--- src/rtl/gpio_ctrl_pkg.sv ---
package gpio_ctrl_pkg;

    localparam int PIN_COUNT = 32;
    localparam int OFF_W     = 5;

    typedef enum logic [OFF_W-1:0] {
        OFF_DIR = 5'h00,
        OFF_ODS = 5'h04,
        OFF_DAT = 5'h08,
        OFF_EVT = 5'h0C,
        OFF_MSK = 5'h10,
        OFF_CTL = 5'h14
    } reg_off_e;

    typedef enum logic {
        SENSE_ANY  = 1'b0,
        SENSE_FALL = 1'b1
    } sense_e;

    typedef struct packed {
        logic [PIN_COUNT-1:0] dir;
        logic [PIN_COUNT-1:0] ods;
        logic [PIN_COUNT-1:0] dat;
        logic [PIN_COUNT-1:0] msk;
        logic [PIN_COUNT-1:0] ctl;
    } cfg_regs_t;

    function automatic logic is_mapped(input logic [OFF_W-1:0] off);
        return (off == OFF_DIR) || (off == OFF_ODS) || (off == OFF_DAT) ||
               (off == OFF_EVT) || (off == OFF_MSK) || (off == OFF_CTL);
    endfunction

endpackage

--- src/rtl/gpio_pin_sync.sv ---
module gpio_pin_sync #(
    parameter int WIDTH  = 32,
    parameter int STAGES = 2
) (
    input  logic             clk,
    input  logic             rst,
    input  logic [WIDTH-1:0] pad_i,
    output logic [WIDTH-1:0] level_o,
    output logic [WIDTH-1:0] prior_o
);
    localparam int LAST = STAGES - 1;

    logic [WIDTH-1:0] chain [STAGES];
    logic [WIDTH-1:0] prior_q;

    always_ff @(posedge clk) begin
        if (rst) chain[0] <= '0;
        else     chain[0] <= pad_i;
    end

    for (genvar s = 1; s < STAGES; s++) begin : g_stage
        always_ff @(posedge clk) begin
            if (rst) chain[s] <= '0;
            else     chain[s] <= chain[s-1];
        end
    end

    always_ff @(posedge clk) begin
        if (rst) prior_q <= '0;
        else     prior_q <= chain[LAST];
    end

    assign level_o = chain[LAST];
    assign prior_o = prior_q;

    // the previous sample is exactly the synchronised level one cycle ago
    a_r11_prior_lags_level: assert property (@(posedge clk) disable iff (rst)
        1'b1 |=> prior_o == $past(level_o));

endmodule

--- src/rtl/gpio_edge_detect.sv ---
module gpio_edge_detect
    import gpio_ctrl_pkg::*;
#(
    parameter int WIDTH = 32
) (
    input  logic             clk,
    input  logic             rst,
    input  logic [WIDTH-1:0] level_i,
    input  logic [WIDTH-1:0] prior_i,
    input  logic [WIDTH-1:0] fall_only_i,
    output logic [WIDTH-1:0] hit_o
);
    for (genvar b = 0; b < WIDTH; b++) begin : g_bit
        sense_e mode;
        logic   changed;
        logic   fell;

        assign mode    = sense_e'(fall_only_i[b]);
        assign changed = level_i[b] ^ prior_i[b];
        assign fell    = prior_i[b] & ~level_i[b];

        always_comb begin
            unique case (mode)
                SENSE_FALL: hit_o[b] = fell;
                default:    hit_o[b] = changed;
            endcase
        end
    end

    // in falling-only sense a hit always leaves the pin low
    a_r6_fall_hit_is_low: assert property (@(posedge clk) disable iff (rst)
        ((hit_o & fall_only_i & level_i) == '0));

endmodule

--- src/rtl/gpio_event_bank.sv ---
module gpio_event_bank #(
    parameter int WIDTH = 32
) (
    input  logic             clk,
    input  logic             rst,
    input  logic [WIDTH-1:0] set_i,
    input  logic [WIDTH-1:0] clr_i,
    output logic [WIDTH-1:0] flags_o
);
    logic [WIDTH-1:0] flags_q;
    logic [WIDTH-1:0] flags_d;

    always_comb begin
        flags_d = (flags_q & ~clr_i) | set_i;
    end

    always_ff @(posedge clk) begin
        if (rst) flags_q <= '0;
        else     flags_q <= flags_d;
    end

    assign flags_o = flags_q;

    // a flag only rises when an edge was reported in the cycle before
    a_r7_rise_needs_edge: assert property (@(posedge clk) disable iff (rst)
        1'b1 |=> ((flags_o & ~$past(flags_o) & ~$past(set_i)) == '0));

    // a flag only drops when a one was written to it
    a_r7_drop_needs_clear: assert property (@(posedge clk) disable iff (rst)
        1'b1 |=> ((~flags_o & $past(flags_o) & ~$past(clr_i)) == '0));

    // an edge always leaves its flag set, even under a clear
    a_r8_edge_beats_clear: assert property (@(posedge clk) disable iff (rst)
        1'b1 |=> (($past(set_i) & ~flags_o) == '0));

endmodule

--- src/rtl/gpio_edge_ctrl.sv ---
module gpio_edge_ctrl
    import gpio_ctrl_pkg::*;
#(
    parameter int N_PINS   = PIN_COUNT,
    parameter int AW       = OFF_W,
    parameter int SYNC_LEN = 2
) (
    input  logic              clk,
    input  logic              rst,
    input  logic              bus_we,
    input  logic [AW-1:0]     bus_addr,
    input  logic [N_PINS-1:0] bus_wdata,
    output logic [N_PINS-1:0] bus_rdata,
    input  logic [N_PINS-1:0] pad_in,
    output logic [N_PINS-1:0] pad_out,
    output logic [N_PINS-1:0] pad_oe,
    output logic              irq
);
    localparam int TOP_BIT = N_PINS - 1;

    cfg_regs_t         cfg_q;
    logic [N_PINS-1:0] lvl_pin, prior_pin;
    logic [N_PINS-1:0] lvl_reg, prior_reg;
    logic [N_PINS-1:0] hit_reg;
    logic [N_PINS-1:0] evt_reg;
    logic [N_PINS-1:0] evt_clr;
    logic [N_PINS-1:0] rd_mux;

    // synchroniser in pin order
    gpio_pin_sync #(.WIDTH(N_PINS), .STAGES(SYNC_LEN)) u_sync (
        .clk     (clk),
        .rst     (rst),
        .pad_i   (pad_in),
        .level_o (lvl_pin),
        .prior_o (prior_pin)
    );

    // pin n <-> register bit (TOP_BIT - n)
    for (genvar n = 0; n < N_PINS; n++) begin : g_map
        assign lvl_reg[TOP_BIT-n]   = lvl_pin[n];
        assign prior_reg[TOP_BIT-n] = prior_pin[n];
        assign pad_oe[n]            = cfg_q.dir[TOP_BIT-n];
        assign pad_out[n]           = cfg_q.dat[TOP_BIT-n];
    end

    gpio_edge_detect #(.WIDTH(N_PINS)) u_edge (
        .clk         (clk),
        .rst         (rst),
        .level_i     (lvl_reg),
        .prior_i     (prior_reg),
        .fall_only_i (cfg_q.ctl),
        .hit_o       (hit_reg)
    );

    assign evt_clr = (bus_we && bus_addr == OFF_EVT) ? bus_wdata : '0;

    gpio_event_bank #(.WIDTH(N_PINS)) u_events (
        .clk     (clk),
        .rst     (rst),
        .set_i   (hit_reg),
        .clr_i   (evt_clr),
        .flags_o (evt_reg)
    );

    // configuration registers
    always_ff @(posedge clk) begin
        if (rst) begin
            cfg_q <= '0;
        end else if (bus_we) begin
            unique case (bus_addr)
                OFF_DIR: cfg_q.dir <= bus_wdata;
                OFF_ODS: cfg_q.ods <= bus_wdata;
                OFF_DAT: cfg_q.dat <= bus_wdata;
                OFF_MSK: cfg_q.msk <= bus_wdata;
                OFF_CTL: cfg_q.ctl <= bus_wdata;
                default: ;
            endcase
        end
    end

    // read path, registered
    always_comb begin
        unique case (bus_addr)
            OFF_DIR: rd_mux = cfg_q.dir;
            OFF_ODS: rd_mux = cfg_q.ods;
            OFF_DAT: rd_mux = (cfg_q.dir & cfg_q.dat) | (~cfg_q.dir & lvl_reg);
            OFF_EVT: rd_mux = evt_reg;
            OFF_MSK: rd_mux = cfg_q.msk;
            OFF_CTL: rd_mux = cfg_q.ctl;
            default: rd_mux = '0;
        endcase
    end

    always_ff @(posedge clk) begin
        if (rst) bus_rdata <= '0;
        else     bus_rdata <= rd_mux;
    end

    assign irq = |(evt_reg & cfg_q.msk);

    // one cycle after reset the pads are inputs and the interrupt is quiet
    a_r1_reset_quiet: assert property (@(posedge clk)
        $past(rst) |-> (pad_oe == '0 && pad_out == '0 && !irq));

    // a direction write reaches pin 0 enable from the top data bit
    a_r2_dir_write_pin0: assert property (@(posedge clk) disable iff (rst)
        $past(bus_we && bus_addr == OFF_DIR) |-> pad_oe[0] == $past(bus_wdata[TOP_BIT]));

    // offsets outside the map read as zero in the following cycle
    a_r10_unmapped_zero: assert property (@(posedge clk) disable iff (rst)
        !is_mapped(bus_addr) |=> bus_rdata == '0);

    // interrupt low whenever no source is enabled
    a_r9_no_mask_no_irq: assert property (@(posedge clk) disable iff (rst)
        (cfg_q.msk == '0) |-> !irq);

endmodule

--- config.mk ---
export PLATFORM = sky130hd
export DESIGN_NAME = gpio_edge_ctrl
export DESIGN_NICKNAME = d
export VERILOG_FILES = /design/src/rtl/gpio_ctrl_pkg.sv /design/src/rtl/gpio_pin_sync.sv /design/src/rtl/gpio_edge_detect.sv /design/src/rtl/gpio_event_bank.sv /design/src/rtl/gpio_edge_ctrl.sv
export SDC_FILE = /design/constraint.sdc
export NUM_CORES = 1
export LEC_CHECK = 0
export BUFFER_PORTS_ARGS = -buffer_cell sky130_fd_sc_hd__buf_4
export CAP_MARGIN = 15
export CELL_PAD_IN_SITES_DETAIL_PLACEMENT = 1
export CELL_PAD_IN_SITES_GLOBAL_PLACEMENT = 2
export CORE_MARGIN = 4
export CORE_UTILIZATION = 39
export DETAILED_ROUTE_END_ITERATION = 6
export PLACE_DENSITY = 0.84
export SETUP_SLACK_MARGIN = 0.02
export SYNTH_ARGS = -nofsm -noshare
export SYNTH_HDL_FRONTEND = slang
export SYNTH_SLANG_ARGS = --single-unit
--- constraint.sdc ---
create_clock -name clk -period 2.36 [get_ports clk]
set_clock_uncertainty 0.1 [all_clocks]
set_input_delay 0.118 -clock clk [delete_from_list [all_inputs] [get_ports clk]]
set_output_delay 0.118 -clock clk [all_outputs]
set_load 0.01 [all_outputs]
# After elaboration in Yosys (flattened, before gate mapping)
# Memories as Yosys holds them, arrays and structs flattened.
# Cells that the tools add are included.
[classes]
reduce_logical = 8
muxes = 39
eq_ne = 5
n_bitwise = 106
[ops]
columns = ["operator", "n"]
rows = [
  ["one-hot mux 32 bit (6 select lines)", 1],
  ["AND 32 bit", 4],
  ["two-way mux 32 bit", 3],
  ["inverter 32 bit", 2],
  ["bitwise OR 32 bit", 2],
  ["two-way mux 1 bit", 35],
  ["AND 1 bit", 32],
  ["inverter 1 bit", 32],
  ["OR reduction 32 bit", 1],
  ["XOR 1 bit", 32],
  ["== test 5 x 4 -> 1 bit, second input constant", 2],
  ["== test 5 bit, second input constant", 2],
  ["AND reduction 2 bit", 5],
  ["== test 5 x 3 -> 1 bit, second input constant", 1],
  ["zero test 5 bit", 1],
  ["bitwise OR 1 bit", 2],
  ["logical AND 1 bit", 1],
]
[word_totals]
mem_bits_rw = 64
output_inout_bits = 97
memories = 1
wordCells = 167
in_bits = 72
regBits = 256
[mem_list]
columns = ["memory", "depth", "width", "read_ports", "rd_ports_with_merged_regs", "wr", "line_no", "source"]
rows = [
  ["u_sync.chain", 2, 32, 2, 0, 2, "gpio_pin_sync.sv:13", "logic [WIDTH-1:0] chain [STAGES];"],
]

# Logic depth before layout (Yosys ltp)
# Gate-level depths: netlist (run 1).
[depth]
word_depth = 6
ltp_mapped = 6
ltp_nobuf = 5

# By module
# From an unflattened synthesis (run 1), not the netlist that was laid out.
[unflattened]
cells_unflattened = 1639
hier_area_um2 = 14739.1
[modules_own_cells]
columns = ["mod", "area_per_inst_um2", "n_inst", "seq_area_each_um2", "cells_each"]
rows = [
  ["gpio_edge_ctrl", 10178.5, 1, 3843.7, 1178],
  ["gpio_pin_sync", 2600.0, 1, 1921.8, 202],
  ["gpio_event_bank", 1154.9, 1, 640.6, 131],
  ["gpio_edge_detect", 805.8, 1, 0.0, 128],
]

# Least setup slack after synthesis (run 1)
# OpenSTA, ideal clock, no wires.
[synth_timing]
path_type = "input-to-reg"
from = "input bus_addr[3]"
to = "register cfg_q[19] in the netlist's numbering"
setup_time_ns = 0.132
t_required_ns = 2.128
path_stages = 6
n_path_buf = 3
t_arrival_ns = 1.305
slack_ns = 0.823
path_cell_list = "buf_6 > or4b_1 > buf_6 > buf_6 > o31ai_2 > a21oi_1"
[synth_via]
elab_chain_cells = 2
[synth_lines]
columns = ["item", "line_no", "source"]
rows = [
  ["from (decl)", "gpio_edge_ctrl.sv:11", "input logic [AW-1:0] bus_addr,"],
  ["== test 5 bit", "gpio_edge_ctrl.sv:70", "unique case (bus_addr)"],
  ["AND reduction 2 bit (no source line)", "--", ""],
  ["to (decl)", "gpio_edge_ctrl.sv:21", "cfg_regs_t cfg_q;"],
]
# No other way between the ends.
# A chain may end at the register's enable or synchronous reset.

# Final worst setup path (run 1)
[layout_timing]
from = "register u_events.flags_q[2] (netlist: u_events.flags_o[2])"
to = "output irq"
[layout_via]
elab_chain_cells = 2
[layout_lines]
columns = ["item", "line_no", "source"]
rows = [
  ["from (decl)", "gpio_event_bank.sv:10", "logic [WIDTH-1:0] flags_q;"],
  ["from (signal assigned)", "gpio_event_bank.sv:19", "else flags_q <= flags_d;"],
  ["AND 32 bit", "gpio_edge_ctrl.sv:99", "assign irq = |(evt_reg & cfg_q.msk);"],
  ["OR reduction 32 bit", "gpio_edge_ctrl.sv:99", ""],
  ["to (decl)", "gpio_edge_ctrl.sv:17", "output logic irq"],
]
# No other way between the ends.

==> reports/qor.csv, run 1 <==
stage,metric,value,unit
sta,finalSetupViolations,0,
detailed_routing,drcViolationCount,0,
place,place_congestion,0.771,
yosys,netlist_instances,1646,
place,port_buffers,168,
detailed_routing,vias,13300,
place,hpwl,31.1,mm
detailed_routing,drt_iter0_drc,982,
sta,tightest_slew,0.706,ns
detailed_routing,wl_per_cell,22.7,um
layout,antenna_cells,0,
power_and_ir_drop,p_switching,3.18,mW
clocking,clock_sinks,320,
global_routing,grt_pass1_wl,80.0,mm
clocking,clock_latency,0.53,ns
layout,fin_util,0.478,
detailed_routing,vias_per_cell,5.87,
yosys,synth-edff-count,0,
power_and_ir_drop,leakagePower,6.29,nW
yosys,yosysSeqAreaShare,0.431,
clocking,cts_root_buffer,clkbuf_16,
power_and_ir_drop,pwr_density_cell,703,mW/mm2
power_and_ir_drop,switching_share,0.251,
worst_setup_path,ff2ff_setup_slack,1.11,ns
global_routing,grt_pass1_vias,13700,
worst_setup_path,required,2.14,ns
floorplan,num_rows,71,
worst_setup_path,crit_chain,a22oi_1 > nand4_1 > or4_4 > buf_4,
yosys,synth_most_common_cell,dfxtp_1,
hold_path,hp-class,primary input to flip-flop,
sta,hold_viol_final,0,
worst_setup_path,worstSetupPathDepth,4,
worst_setup_path,critPathSlowestCell,or4_4,
sta,fin_crit_sh,0.976,
sta,timing.final.ws_setup,0.0568,ns
floorplan,coreArea,0.0377,mm2
yosys,yosys_register_bits,320,
global_routing,grt_usage,0.240,
layout,syn2layout_area_growth,20.9,%
clocking,tritoncts,yes,
sta,tns,0,ns
sta,rsz0062_at_grt,no,
run_status,status,"complete, no violations",
worst_setup_path,end_kind,output port,
clocking,path_clk_slew,0.06,ns
power_and_ir_drop,irDropWorstVdd,0.474,mV
sta,max_slew_margin,0.529,
detailed_routing,ant_nets,0,
global_routing,grt_overflow_total,0,
floorplan,die_y,203,um
yosys,yosys-top-cells-area,"dfxtp_1 (43%), a21oi_1 (7.5%), o31ai_2 (6.1%)",
worst_setup_path,cpPeakStageDelay,0.55,ns
worst_setup_path,start_kind,flip-flop,
worst_setup_path,cp.arrival,2.09,ns
hold_path,min_path_cells,3,
yosys,yosysTopAreaCell,dfxtp_1,
yosys,syn_avg_cell_area,9.04,um2
yosys,synth_top_area_frac,0.431,
sta,final_max_slew_viol_count,0,
yosys,synthArstFlopShare,0,
sta,period_needed,2.30,ns
worst_setup_path,path_class,flip-flop to output port,
yosys,syn-cell-area,0.0149,mm2
power_and_ir_drop,p_seq_frac,0.445,
yosys,synth_nets,1750,
layout,final_layout_size_suffix_gt1_frac,0.222,
worst_setup_path,worstRegToRegCells,3,
layout,nNetsFinal,1831,
yosys,synth_flop_cell,dfxtp_1,
floorplan,pin_count,169,
yosys,synth_commonest_cells,"dfxtp_1 (320), a21oi_1 (224), clkbuf_1 (101)",
clocking,clockBufferDepth,3,
power_and_ir_drop,clkPwrFrac,0.468,
sta,fmax,434,MHz
global_routing,grt_max_degree,136,
floorplan,design.die.area,0.0413,mm2
worst_setup_path,cp_top_family,simple AND/OR/NAND/NOR gates,
power_and_ir_drop,intPower,9.47,mW
global_routing,antenna_found_initial,0,
yosys,ys_types,35,
layout,num-fill-cells,4297,
worst_setup_path,critPathBufInv,1,
clocking,cts-htree-levels,2,
clocking,postCtsSetupBuffers,0,
detailed_routing,drt-pass1-iter-count,5,
yosys,yosysWarningCount,0,
floorplan,die_width,203,um
worst_setup_path,crit_fanout,3,
place,place_ws,0.369,ns
clocking,cts_made_buffers,38,
sta,timing.hold.ws,0.0440,ns
power_and_ir_drop,combPwrFrac,0.087,
run,drv_cap,0,
detailed_routing,wirelength,51.4,mm
floorplan,start_util,0.395,
[cell families after synthesis]
kind of cell | Yosys count | share of synthesized area
buf+inv | 269 | 0.0955
fa+ha+maj | 32 | 0.0269
compound gates | 529 | 0.233
flops | 320 | 0.431
mux | 32 | 0.0242
simple gates | 464 | 0.190
[tightest hold or removal path, delay by kind of cell]
| kind | cells | cell delay, ns |
|---|---|---|
| compound gates | 2 | 0.24 |
| buf+inv | 1 | 0.26 |
[per-layer routing]
metal	part of all wire	wire, um	vias to the layer above	global-route usage
li1	-	-	6133	-
met1	0.44	22400	6721	0.316
met2	0.48	24800	376	0.408
met3	0.058	2980	71	0.0423
met4	0.023	1170	0	0.0650
met5	0	0	-	0
[final timing paths]
check,startpoint,end
setup / recovery,u_events.flags_o[2],irq
setup reg to reg,pad_oe[9],bus_rdata[22]
hold reg to reg,u_sync.chain[0][8],u_sync.chain[1][8]
hold / removal,bus_addr[3],cfg_q[36]
[area by class of cell]
class,instances,area [um2],area share
Clock buffer,54,1160,0.0646
Clock inverter,14,106,0.00591
Inverter,34,130,0.00723
Multi-Input combinational cell,1057,7070,0.393
Sequential cell,320,6410,0.356
Tap cell,511,639,0.0355
Timing Repair Buffer,276,2470,0.137
[power by group through the flow]
stage	Sequential (mW)	Clock (mW)	Combinational, mW
2_1_floorplan	5.69	0	0.613
3_3_place_gp	5.74	0	0.980
3_5_place_dp	5.74	0	0.998
4_1_cts	5.62	6.04	1.10
5_1_grt	5.63	6.28	1.19
6_report	5.62	5.92	1.10
[placed cells by master, fill, tap and decap left out, types with 23 or more instances in the layout]
cell           instances
dfxtp_1              320
a21oi_1              224
buf_4                188
nand4_1              100
nand3_1               96
o21ai_0               85
o31ai_2               72
dlygate4sd3_1         69
nor2b_1               64
nor2_1                64
o21ai_1               43
clkbuf_16             39
nand2b_1              34
nand4b_1              32
inv_1                 32
and2_1                32
nor3b_1               32
mux2_2                32
a32oi_1               32
a31oi_1               32
ha_1                  32
o31ai_1               23
[registers in the layout, indices dropped and copies added, names as in the netlist]
signal,flops
pad_out,32
bus_rdata,32
cfg_q,96
u_sync.chain,64
u_sync.prior_o,32
pad_oe,32
u_events.flags_o,32
[repair_timing]
item,CTS,global route
pin swaps,0,3
hold buffers,69,0
setup endpoints to repair,1,1
endpoints found under the hold margin,233,0
gates resized for setup,2,2
[per-stage QoR]
stage / instances / cell area [um2] / total power, mW
6_report: 2266 / 18000 / 12.6
5_1_grt: 2266 / 18000 / 13.1
4_1_cts: 2266 / 18000 / 12.8
3_5_place_dp: 2129 / 16000 / 6.74
3_3_place_gp: 2129 / 16000 / 6.72
2_1_floorplan: 1646 / 14900 / 6.31
Note: power is estimated with default switching activity, not from simulation.
==> run 2, diff against run 1 <==
--- a/config.mk
+++ b/config.mk
@@ -16,4 +16,5 @@
 export SETUP_SLACK_MARGIN = 0.02
 export SYNTH_ARGS = -nofsm -noshare
 export SYNTH_HDL_FRONTEND = slang
+export SYNTH_HIERARCHICAL = 1
 export SYNTH_SLANG_ARGS = --single-unit
==> reports/qor.csv, run 2 <==
stage,metric,value,unit
yosys,yosys-top-cells-area,"dfxtp_1 (43%), a21oi_1 (6.5%), nand3_1 (5.4%)",
floorplan,start_util,0.399,
clocking,cts_made_buffers,38,
sta,fin_crit_sh,0.949,
detailed_routing,drt-pass1-iter-count,5,
run_status,status,"complete, no violations",
place,port_buffers,168,
layout,final_layout_size_suffix_gt1_frac,0.223,
sta,finalSetupViolations,0,
layout,antenna_cells,0,
clocking,cts-htree-levels,2,
detailed_routing,wirelength,51.7,mm
floorplan,pin_count,169,
detailed_routing,vias_per_cell,5.84,
clocking,clockBufferDepth,3,
yosys,netlist_instances,1639,
worst_setup_path,worstRegToRegCells,3,
worst_setup_path,path_class,flip-flop to output port,
worst_setup_path,crit_end,irq,
global_routing,grt_overflow_total,0,
sta,tns,0,ns
floorplan,die_y,202,um
sta,timing.hold.ws,0.0497,ns
yosys,yosysTopAreaCell,dfxtp_1,
place,hpwl,31.0,mm
yosys,syn-cell-area,0.0147,mm2
yosys,yosysWarningCount,6,
layout,largestRegisters,"cfg_q (96), u_sync/chain (64)",
yosys,synth-edff-count,0,
worst_setup_path,crit_path_start,u_events/flags_o[6],
detailed_routing,drcViolationCount,0,
yosys,synth_top_area_frac,0.435,
detailed_routing,met2_length,24.9,mm
layout,regMostFlops,cfg_q,
run,drv_cap,0,
worst_setup_path,cp.arrival,2.02,ns
layout,num-fill-cells,4238,
global_routing,grt_pass1_wl,81.3,mm
layout,layout_commonest_cell,dfxtp_1,
power_and_ir_drop,pwr_density_cell,696,mW/mm2
sta,tightest_slew,0.634,ns
yosys,synth_nets,1743,
clocking,path_clk_slew,0.06,ns
clocking,tritoncts,yes,
worst_setup_path,worstReg2RegStart,pad_oe[24],
global_routing,antenna_found_initial,1,
hold_path,hp-class,primary input to flip-flop,
power_and_ir_drop,irDropWorstVdd,0.518,mV
floorplan,num_rows,70,
yosys,yosys_register_bits,320,
yosys,yosysSeqAreaShare,0.435,
global_routing,grt_usage,0.244,
worst_setup_path,crit_fanout,3,
floorplan,coreArea,0.0370,mm2
sta,max_slew_margin,0.577,
yosys,ys_types,35,
place,place_ws,0.478,ns
floorplan,design.die.area,0.0410,mm2
yosys,synth_commonest_cells,"dfxtp_1 (320), a21oi_1 (192), nand3_1 (160)",
clocking,clock_latency,0.56,ns
worst_setup_path,required,2.14,ns
yosys,synthArstFlopShare,0,
layout,final_cell_mix,"dfxtp_1 (320), buf_4 (195), a21oi_1 (192), nand3_1 (160), nand4_1 (100)",
sta,fmax,446,MHz
power_and_ir_drop,totalPowerFinal,12.6,mW
global_routing,grt_max_degree,68,
clocking,clock_sinks,320,
clocking,postCtsSetupBuffers,0,
worst_setup_path,end_kind,output port,
detailed_routing,top_layer,met5,
layout,syn2layout_area_growth,22.8,%
sta,period_needed,2.24,ns
yosys,syn_avg_cell_area,8.99,um2
detailed_routing,wl_met1,22.8,mm
detailed_routing,drt_iter0_drc,772,
detailed_routing,wl_per_cell,22.7,um
sta,rsz0062_at_grt,no,
layout,nNetsFinal,1848,
detailed_routing,met3_length,2.38,mm
worst_setup_path,ff2ff_setup_slack,0.96,ns
worst_setup_path,start_kind,flip-flop,
place,place_congestion,0.776,
global_routing,grt_pass1_vias,13800,
floorplan,die_width,202,um
detailed_routing,vias,13300,
layout,largest_reg_flops,96,
worst_setup_path,r2r_end,bus_rdata[7],
sta,final_max_slew_viol_count,0,
sta,hold_viol_final,0,
detailed_routing,ant_nets,0,
yosys,synth_flop_cell,dfxtp_1,
yosys,synth_most_common_cell,dfxtp_1,
clocking,cts_root_buffer,clkbuf_16,
sta,timing.final.ws_setup,0.120,ns
power_and_ir_drop,leakagePower,6.47,nW
-- run 2: worst max-delay path, cell delays in order, from the launching register on --
cell     delay, ns
dfxtp_1       0.34
a22oi_1       0.25
nand4_1       0.13
or4_4         0.59
buf_4         0.17
-- run 2: how the worst min path moves through the flow --
| stage | slack [ns] | cells past startpoint | from | end |
|---|---|---|---|---|
| 4_1_cts | 0.03 | 4 | bus_addr[2] | cfg_q[97] |
| 2_1_floorplan | 0.09 | 1 | rst | u_events/flags_o[28] |
| 3_5_place_dp | 0.24 | 2 | pad_in[27] | u_sync/chain[0][27] |
| 3_3_place_gp | 0.23 | 2 | pad_in[5] | u_sync/chain[0][5] |
| 5_1_grt | 0.07 | 4 | bus_addr[2] | cfg_q[99] |
| 6_report | 0.05 | 4 | bus_addr[2] | cfg_q[106] |
-- run 2: logic make-up after synthesis --
logic type                 count (synthesis)  share of synthesized area
AOI/OAI and AO/OA                        463                      0.206
muxes                                     65                     0.0496
DFF                                      320                      0.435
adders and majority gates                 32                     0.0272
buffers and inverters                    295                      0.102
and+or+nand+nor                          464                      0.180
-- run 2: timing repair --
item / 4_1_cts / 5_1_grt
gates resized for setup: 4 / 3
endpoints found under the setup margin: 1 / 1
hold buffers: 74 / 0
pin swaps: 0 / 0
endpoints found under the hold margin: 236 / 0
-- run 2: metrics by stage --
| stage | util | std cells | instance area (um2) |
|---|---|---|---|
| finish | 0.490 | 2276 | 18100 |
| global route | 0.490 | 2276 | 18100 |
| CTS | 0.489 | 2276 | 18100 |
| detailed placement | 0.436 | 2134 | 16100 |
| global placement | 0.436 | 2134 | 16100 |
| floorplan | - | 1639 | 14700 |
-- run 2: metal layers --
layer	global-route usage	vias to the layer above
li1	-	6107
met1	0.320	6715
met2	0.417	364
met3	0.0326	94
met4	0.0812	2
met5	0	-
-- run 2: report_power, final --
group / total, mW / internal, mW / switching [mW]
registers: 5.63 / 5.53 / 0.0977
logic: 1.10 / 0.415 / 0.688
clock network: 5.85 / 3.49 / 2.36
total: 12.6 / 9.44 / 3.15
-- run 2: area by class of cell --
class	instances	area [um2]	area share
multi-input combinational	1024	6900	0.381
inverter	67	255	0.0141
tap	504	631	0.0349
clock inverter	9	97.6	0.00539
sequential	320	6410	0.354
timing repair buffer	293	2680	0.148
clock buffer	59	1120	0.0621
